$ cat src/rtl/phase_pwm_pkg.sv
package phase_pwm_pkg;

    localparam int REG_W   = 32;
    localparam int ACC_W   = 16;
    localparam int DUTY_W  = 8;
    localparam int EN_BIT  = 31;
    localparam int REQ_BIT = 30;
    localparam int INC_LO  = DUTY_W;
    localparam int INC_HI  = INC_LO + ACC_W - 1;

    typedef enum logic [1:0] {
        ST_OFF   = 2'd0,
        ST_RUN   = 2'd1,
        ST_ARMED = 2'd2
    } pwm_state_e;

endpackage

$ cat src/rtl/phase_pwm_regs.sv
module phase_pwm_regs
    import phase_pwm_pkg::*;
#(
    parameter int RW = REG_W,
    parameter int AW = ACC_W,
    parameter int DW = DUTY_W
) (
    input  logic          clk,
    input  logic          rst_n,
    input  logic          wr_en,
    input  logic [RW-1:0] wr_data,
    input  logic          clr_req,
    output logic          en_q,
    output logic          req_q,
    output logic [AW-1:0] stage_inc,
    output logic [DW-1:0] stage_thr,
    output logic [RW-1:0] rd_data
);

    localparam int ILO = DW;
    localparam int IHI = DW + AW - 1;
    localparam int GAP = RW - 2 - AW - DW;

    always_ff @(posedge clk) begin
        if (!rst_n) begin
            en_q      <= 1'b0;
            req_q     <= 1'b0;
            stage_inc <= '0;
            stage_thr <= '0;
        end else if (wr_en) begin
            en_q      <= wr_data[RW-1];
            req_q     <= wr_data[RW-2];
            stage_inc <= wr_data[IHI:ILO];
            stage_thr <= wr_data[DW-1:0];
        end else if (clr_req) begin
            req_q     <= 1'b0;
        end
    end

    always_comb begin
        rd_data = {en_q, req_q, {GAP{1'b0}}, stage_inc, stage_thr};
    end

endmodule

$ cat src/rtl/phase_pwm_fsm.sv
module phase_pwm_fsm
    import phase_pwm_pkg::*;
#(
    parameter int AW = ACC_W,
    parameter int DW = DUTY_W
) (
    input  logic          clk,
    input  logic          rst_n,
    input  logic          en_q,
    input  logic          req_q,
    input  logic          wrap,
    input  logic [AW-1:0] stage_inc,
    input  logic [DW-1:0] stage_thr,
    output pwm_state_e    state_q,
    output logic          run,
    output logic          clr_req,
    output logic [AW-1:0] act_inc,
    output logic [DW-1:0] act_thr
);

    pwm_state_e state_d;
    logic       load;

    always_ff @(posedge clk) begin
        if (!rst_n) begin
            state_q <= ST_OFF;
            act_inc <= '0;
            act_thr <= '0;
        end else begin
            state_q <= state_d;
            if (load) begin
                act_inc <= stage_inc;
                act_thr <= stage_thr;
            end
        end
    end

    always_comb begin
        state_d = state_q;
        load    = 1'b0;
        unique case (state_q)
            ST_OFF: begin
                if (en_q) begin
                    state_d = ST_RUN;
                    load    = 1'b1;
                end
            end
            ST_RUN: begin
                if (!en_q)      state_d = ST_OFF;
                else if (req_q) state_d = ST_ARMED;
            end
            ST_ARMED: begin
                if (!en_q) begin
                    state_d = ST_OFF;
                end else if (wrap) begin
                    state_d = ST_RUN;
                    load    = 1'b1;
                end
            end
            default: state_d = ST_OFF;
        endcase
    end

    always_comb begin
        run     = (state_q != ST_OFF);
        clr_req = load;
    end

endmodule

$ cat src/rtl/phase_pwm_accum.sv
module phase_pwm_accum #(
    parameter int AW = 16,
    parameter int DW = 8
) (
    input  logic          clk,
    input  logic          rst_n,
    input  logic          run,
    input  logic          en_q,
    input  logic [AW-1:0] act_inc,
    input  logic [DW-1:0] act_thr,
    output logic          wrap,
    output logic          pwm_out
);

    logic [AW-1:0] acc_q;
    logic [AW:0]   sum;

    always_comb begin
        sum  = {1'b0, acc_q} + {1'b0, act_inc};
        wrap = run && sum[AW];
    end

    always_ff @(posedge clk) begin
        if (!rst_n || !run) acc_q <= '0;
        else                acc_q <= sum[AW-1:0];
    end

    always_comb begin
        pwm_out = run && en_q && (acc_q[AW-1 -: DW] >= act_thr);
    end

endmodule

$ cat src/rtl/phase_pwm.sv
module phase_pwm
    import phase_pwm_pkg::*;
#(
    parameter int RW = REG_W,
    parameter int AW = ACC_W,
    parameter int DW = DUTY_W
) (
    input  logic          clk,
    input  logic          rst_n,
    input  logic          wr_en,
    input  logic [RW-1:0] wr_data,
    output logic [RW-1:0] rd_data,
    output logic          pwm_out
);

    pwm_state_e    state_q;
    logic          en_q, req_q, clr_req, run, wrap;
    logic [AW-1:0] stage_inc, act_inc;
    logic [DW-1:0] stage_thr, act_thr;

    phase_pwm_regs #(.RW(RW), .AW(AW), .DW(DW)) u_regs (
        .clk(clk), .rst_n(rst_n), .wr_en(wr_en), .wr_data(wr_data),
        .clr_req(clr_req), .en_q(en_q), .req_q(req_q),
        .stage_inc(stage_inc), .stage_thr(stage_thr), .rd_data(rd_data)
    );

    phase_pwm_fsm #(.AW(AW), .DW(DW)) u_fsm (
        .clk(clk), .rst_n(rst_n), .en_q(en_q), .req_q(req_q), .wrap(wrap),
        .stage_inc(stage_inc), .stage_thr(stage_thr), .state_q(state_q),
        .run(run), .clr_req(clr_req), .act_inc(act_inc), .act_thr(act_thr)
    );

    phase_pwm_accum #(.AW(AW), .DW(DW)) u_acc (
        .clk(clk), .rst_n(rst_n), .run(run), .en_q(en_q),
        .act_inc(act_inc), .act_thr(act_thr), .wrap(wrap), .pwm_out(pwm_out)
    );

endmodule

$ cat config.mk
export PLATFORM = sky130hd
export DESIGN_NAME = phase_pwm
export DESIGN_NICKNAME = d
export VERILOG_FILES = /design/src/rtl/phase_pwm_pkg.sv /design/src/rtl/phase_pwm_regs.sv /design/src/rtl/phase_pwm_fsm.sv /design/src/rtl/phase_pwm_accum.sv /design/src/rtl/phase_pwm.sv
export SDC_FILE = /design/constraint.sdc
export NUM_CORES = 1
export LEC_CHECK = 0
export BUFFER_PORTS_ARGS = -buffer_cell sky130_fd_sc_hd__buf_4
export CAP_MARGIN = 20
export CORE_MARGIN = 2
export CORE_UTILIZATION = 50
export CTS_BUF_LIST = sky130_fd_sc_hd__clkbuf_16
export DETAILED_ROUTE_END_ITERATION = 7
export HOLD_SLACK_MARGIN = 0.15
export MAX_ROUTING_LAYER = met4
export PLACE_DENSITY = 0.76
export SYNTH_ARGS = -nofsm -noshare
export SYNTH_HDL_FRONTEND = slang
export SYNTH_SLANG_ARGS = --single-unit
$ cat constraint.sdc
create_clock -name clk -period 2.3 [get_ports clk]
set_input_delay 0.345 -clock clk [delete_from_list [all_inputs] [get_ports clk]]
set_output_delay 0.345 -clock clk [all_outputs]
set_load 0.05 [all_outputs]
# Word-level counts from Yosys, hierarchy flattened
# Index checks and enable logic that the tools add are counted.
dict set report classes {
  addsub 1
  mul 0
  n_div 0
  n_lt_le_gt_ge 1
  eq_ne 5
  shift 0
  n_mux 12
  bitwise 0
  n_reduce_logical 10
}
# op count
set ops {}
lappend ops {{$add A16 B16 Y17} 1}
lappend ops {{$mux W2} 5}
lappend ops {{$ge A8 B8 Y1} 1}
lappend ops {{$pmux W2 S3} 1}
lappend ops {{$mux W1} 5}
lappend ops {{$reduce_bool A2 Y1} 2}
lappend ops {{$logic_and A1 B1 Y1} 3}
lappend ops {{$ne A3 B2 Y1 const B} 1}
lappend ops {{$ne A3 B3 Y1 const B} 1}
lappend ops {{$reduce_and A3 Y1} 1}
lappend ops {{$eq A2 B1 Y1 const B} 1}
lappend ops {{$eq A2 B2 Y1 const B} 1}
lappend ops {{$logic_not A1 Y1} 2}
lappend ops {{$logic_not A2 Y1} 1}
lappend ops {{$ne A2 B2 Y1 const B} 1}
lappend ops {{$pmux W1 S2} 1}
lappend ops {{$logic_or A1 B1 Y1} 1}
dict set report word_totals {
  register_bits 68
  latch_bits 0
  ramBits 0
  romBits 0
  in_bits 35
  output_inout_bits 33
  wordCells 37
  memories 0
}

# Logic depth before layout (Yosys ltp)
dict set report depth {
  word_depth 7
  depth_mapped 8
  mapped_depth_nobuf 7
}

# Modules after synthesis
# From an unflattened synthesis, not the netlist that was laid out.
dict set report unflattened {
  hier_cells 407
  area_unflattened_um2 3761.1
}
# module n_inst cells_each area_per_inst_um2 seq_area_each_um2
set modules_own_cells {}
lappend modules_own_cells {phase_pwm_accum 1 173 1438.9 320.3}
lappend modules_own_cells {phase_pwm_regs 1 116 1248.7 520.5}
lappend modules_own_cells {phase_pwm_fsm 1 118 1073.5 520.5}

# Worst setup path after synthesis
# OpenSTA, ideal clock, no wires.
dict set report synth_path {
  path_kind {flip-flop to output port}
  startpoint {reg u_acc.acc_q[8]}
  endpoint {out pwm_out}
  t_arrival_ns 2.132
  path_slack_ns -0.177
  stages_incl_launch_ff 8
  cell_sequence {dfxtp_1 -> inv_1 -> ha_1 -> nand2b_1 -> a21o_1 -> a211o_1 -> o211ai_1 -> a211oi_1}
}
dict set report synth_via {
  elab_chain_len 2
}
# element line
set synth_rtl {}
lappend synth_rtl {{from (decl)} phase_pwm_accum.sv:15} ;# logic [AW-1:0] acc_q;
lappend synth_rtl {{from (signal assigned)} phase_pwm_accum.sv:25} ;# else acc_q <= sum[AW-1:0];
lappend synth_rtl {{$ge A8 B8 Y1} phase_pwm_accum.sv:29} ;# pwm_out = run && en_q && (acc_q[AW-1 -: DW] >= act_thr);
lappend synth_rtl {{$logic_and A1 B1 Y1} phase_pwm_accum.sv:29}
lappend synth_rtl {{to (decl)} phase_pwm.sv:13} ;# output logic pwm_out
# No other way between the ends.

# Worst setup path after layout
# Same ends and word-level chain as after synthesis.

==> key figures <==
Run status
  – Run status: finished, final reports clean

Clock tree
  – H-tree Lvls: 3
  – Number of buffers inserted during clock tree synthesis: 9
  – Insertion delay of the later-clocked pin in the worst-skew pair: 0.32 ns
  – Register clock-pin slew on the reported worst setup and hold paths: 0.06 ns
  – Library cell used as clock root buffer: sky130_fd_sc_hd__clkbuf_16
  – Quantity of hold-fixing buffers added after cts: 0
  – Max clock buf depth: 2
  – Total number of clock tree sinks: 68
  – CTS tree: built

Synth
  – Area share of the largest cell type after synthesis: 38.6%
  – Number of warnings printed during yosys synthesis: 0
  – Cell variety after synth: 52
  – Flop and latch count out of synthesis: 68
  – Synth area leaders: sky130_fd_sc_hd__dfxtp_1 (39%), sky130_fd_sc_hd__mux2i_1 (14%), sky130_fd_sc_hd__ha_1 (8.5%), sky130_fd_sc_hd__nand2_1 (5.6%), sky130_fd_sc_hd__nor2b_1 (4.6%)
  – Avg Synthesized Cell Area: 9.56 sq um
  – Async set-or-reset flop fraction in the synthesized netlist: 0%
  – Main synth FF type: sky130_fd_sc_hd__dfxtp_1
  – Sequential fraction of the synthesis area: 38.6%
  – Post-synthesis cell count: 369
  – Total standard cell area after synthesis: 3530 sq um
  – Post-synth EDFFs: 0
  – Library cell occupying the most area in the post-synthesis netlist: sky130_fd_sc_hd__dfxtp_1

Power
  – Leakage power total: 1.89 nW
  – Sequential cell fraction of total power: 39.4%
  – Internal Dissipation: 0.00241 W
  – Total Power Consumption: 0.00317 W
  – Net switching fraction of the power: 23.9%
  – Net switching component of the power: 0.000759 W
  – Clock group share of total power: 49.2%
  – VDD IR max: 0.000438 V
  – Combinational fraction of design power: 11.4%
  – Power density normalized to cell area: 702 nW/um^2

Final layout
  – Number of nets in the finished design: 491
  – Total area of multi-input combinational cells: 2070 sq um
  – Share of post-route cells with drive strength above 1: 25.9%
  – Post-route cell area: 4520 sq um
  – Post-route insts no fill: 532
  – Most frequent cells in the layout: sky130_fd_sc_hd__buf_4 (70), sky130_fd_sc_hd__dfxtp_1 (65), sky130_fd_sc_hd__nand2_1 (53)
  – Area added between synthesis and finish: 28.1%
  – Combined flip-flop and latch cell area: 1370 sq um
  – Most common cell after layout, fill and taps aside: sky130_fd_sc_hd__buf_4
  – Final antenna diode count: 0
  – Fillers: 531

Timing
  – Slew Limit Fails: 0
  – Final setup violation count: 0
  – RSZ-0062 raised after global routing: true
  – Worst hold-check slack: 0.258 ns
  – Final-report hold violation count: 0
  – Pin slew with the least headroom to its limit: 0.615 ns
  – Crit share post-route: 97.4%
  – Tightest slew margin relative to the limit: 59.0%
  – Smallest setup slack after layout: 0.0589 ns
  – Post-route minimum period: 2.24 ns
  – Upper clock frequency limit: 446 MHz
  – Clock Skew: 0.00606 ns

Min path
  – Class of the most critical hold timing path: input pin to flip-flop

Global route
  – Met3 track demand over resource in global routing: 4.34%
  – Peak-usage layer in the global routing report: met2
  – Total Routing Usage GR: 20.1%
  – Number of antenna violations at the first check in global routing: 0
  – Vias in the first global route: 2,559
  – Total grt overflow: 0
  – Met2 Resource Use GR: 32.1%
  – Maximum number of pins on one net before global-route repair: 74
  – Met1 usage: 25.4%
  – Wire length of the first global-routing pass: 11,800 microns

Worst setup path
  – Critical-path top delay cell: sky130_fd_sc_hd__dfxtp_2
  – Worst path max stage delay: 0.34 ns
  – Element type at the critical path end: output port
  – Type of the setup path with the least slack: flip-flop to output port
  – Startpoint kind of the worst setup timing path: flip-flop
  – Critical path, cell by cell: inv_2 -> ha_4 -> nand2b_4 -> a21o_1 -> a211o_1 -> o211ai_1 -> a211oi_2 -> buf_6
  – Required time of the critical path: 1.96 ns
  – Top cell family by delay on the critical path: compound AO/OA/AOI/OAI gates
  – CP max FO: 2
  – Worst path bufs/invs: 2
  – CP Data Arrival Time: 1.90 ns

Placement
  – Placed Instances: 511
  – Worst slack after detailed placement: -0.0268 ns
  – Post-DP HPWL: 5120 microns
  – Buffers added on ports: 55
  – Standard cell area after detailed placement: 4030 sq um
  – Gp weighted congestion: 0.912

Route
  – ANT nets after route: 0
  – First DRT Iteration DRCs: 92
  – Detailed Route WL: 7410 microns
  – Total vias in the final route: 2,753
  – Number of search-and-repair iterations in the first detailed-routing pass: 4
  – Vias per cell: 5.17
  – Routed length per instance: 13.9 microns
  – Number of remaining DRC errors: 0

Die
  – Number of standard-cell rows in the floorplan: 30
  – Total die area: 7740 sq um
  – Area of the placeable core: 6790 sq um
  – Count of boundary I/O pins: 68
  – Die H: 88.0 microns
  – Die width: 88.0 microns
  – Starting utilization of the core area: 51.9%

Job
  – Max-cap violation count: 0
==> through the flow <==
stage | TNS, ns | utilization [%]
3_5_place_dp | -0.242 | 59.4
5_1_grt | -0.237 | 66.5
2_1_floorplan | 0 | -
3_3_place_gp | 0 | 59.4
4_1_cts | 0 | 64.5
6_report | 0 | 66.5
==> Yosys cell counts, drive strengths merged, types with 10 or more instances <==
| cell type | number |
|---|---|
| a21o | 10 |
| a21oi | 13 |
| buf | 12 |
| clkbuf | 15 |
| dfxtp | 68 |
| ha | 24 |
| inv | 10 |
| mux2i | 51 |
| nand2 | 53 |
| nor2 | 10 |
| nor2b | 26 |
| o21ai | 10 |
==> path summary, 6_finish.rpt <==
check / from / end / slack [ns] / cells past startpoint
max reg2reg: u_fsm.act_inc[3] / u_fsm.act_thr[2] / 0.08 / 8
min reg2reg: u_fsm.act_thr[5] / u_fsm.act_thr[5] / 0.46 / 2
min: wr_data[30] / u_regs.req_q / 0.26 / 3
max: u_acc.acc_q[8] / pwm_out / 0.06 / 8
==> flip-flops by register name (all words and copies together), names as in the netlist <==
name	flops
u_acc.acc_q	16
u_fsm.act_inc	16
u_regs.stage_inc	16
u_fsm.act_thr	8
u_regs.stage_thr	8
u_fsm.state_q	2
u_regs.en_q	1
u_regs.req_q	1
==> metal layers <==
metal,vias up,share of wire [%]
li1,1397,-
met1,1287,45
met4,0,1.4
met5,-,0
met3,10,4.5
met2,59,49
==> worst reg2reg max path, cell delays in order, from the launching register on <==
cell and delay (ns):
sky130_fd_sc_hd__dfxtp_1 0.33, sky130_fd_sc_hd__ha_4 0.29, sky130_fd_sc_hd__o211ai_1 0.14, sky130_fd_sc_hd__o21ai_4 0.24, sky130_fd_sc_hd__o2111ai_4 0.18, sky130_fd_sc_hd__a2111oi_4 0.41
sky130_fd_sc_hd__buf_4 0.20, sky130_fd_sc_hd__buf_4 0.16, sky130_fd_sc_hd__mux2i_1 0.20
==> area by class of cell <==
class	count	share of cell area, %
Clock buffer	9	4.98
Inverter	10	0.831
Multi-Input combinational cell	269	45.9
Clock inverter	7	2.55
Tap cell	96	2.66
Sequential cell	68	30.2
Timing Repair Buffer	73	12.9
==> timing repair <==
| item | 4_1_cts | 5_1_grt |
|---|---|---|
| setup buffers | 0 | 4 |
| endpoints found under the setup margin | 25 | 26 |
| pin swaps | 4 | 9 |
| gates resized for setup | 3 | 12 |
| gates cloned | 0 | 1 |
==> cells by family after synthesis <==
family                     share of synthesized area, %
AOI/OAI and AO/OA                                  13.9
xor gates and xnor gates                           2.24
adders and majority gates                          9.08
buffers and inverters                              5.57
DFF                                                38.6
muxes                                              14.5
other                                             0.106
and+or+nand+nor                                    16.0
==> power by group through the flow <==
stage / sequential [W] / clock, W / combinational (W)
6_report: 0.00125 / 0.00156 / 0.000362
5_1_grt: 0.00125 / 0.00164 / 0.000386
4_1_cts: 0.00125 / 0.00158 / 0.000352
3_5_place_dp: 0.00127 / 0 / 0.000351
3_3_place_gp: 0.00127 / 0 / 0.000343
2_1_floorplan: 0.00135 / 0 / 0.000173
(Power assumes the default switching activity.)
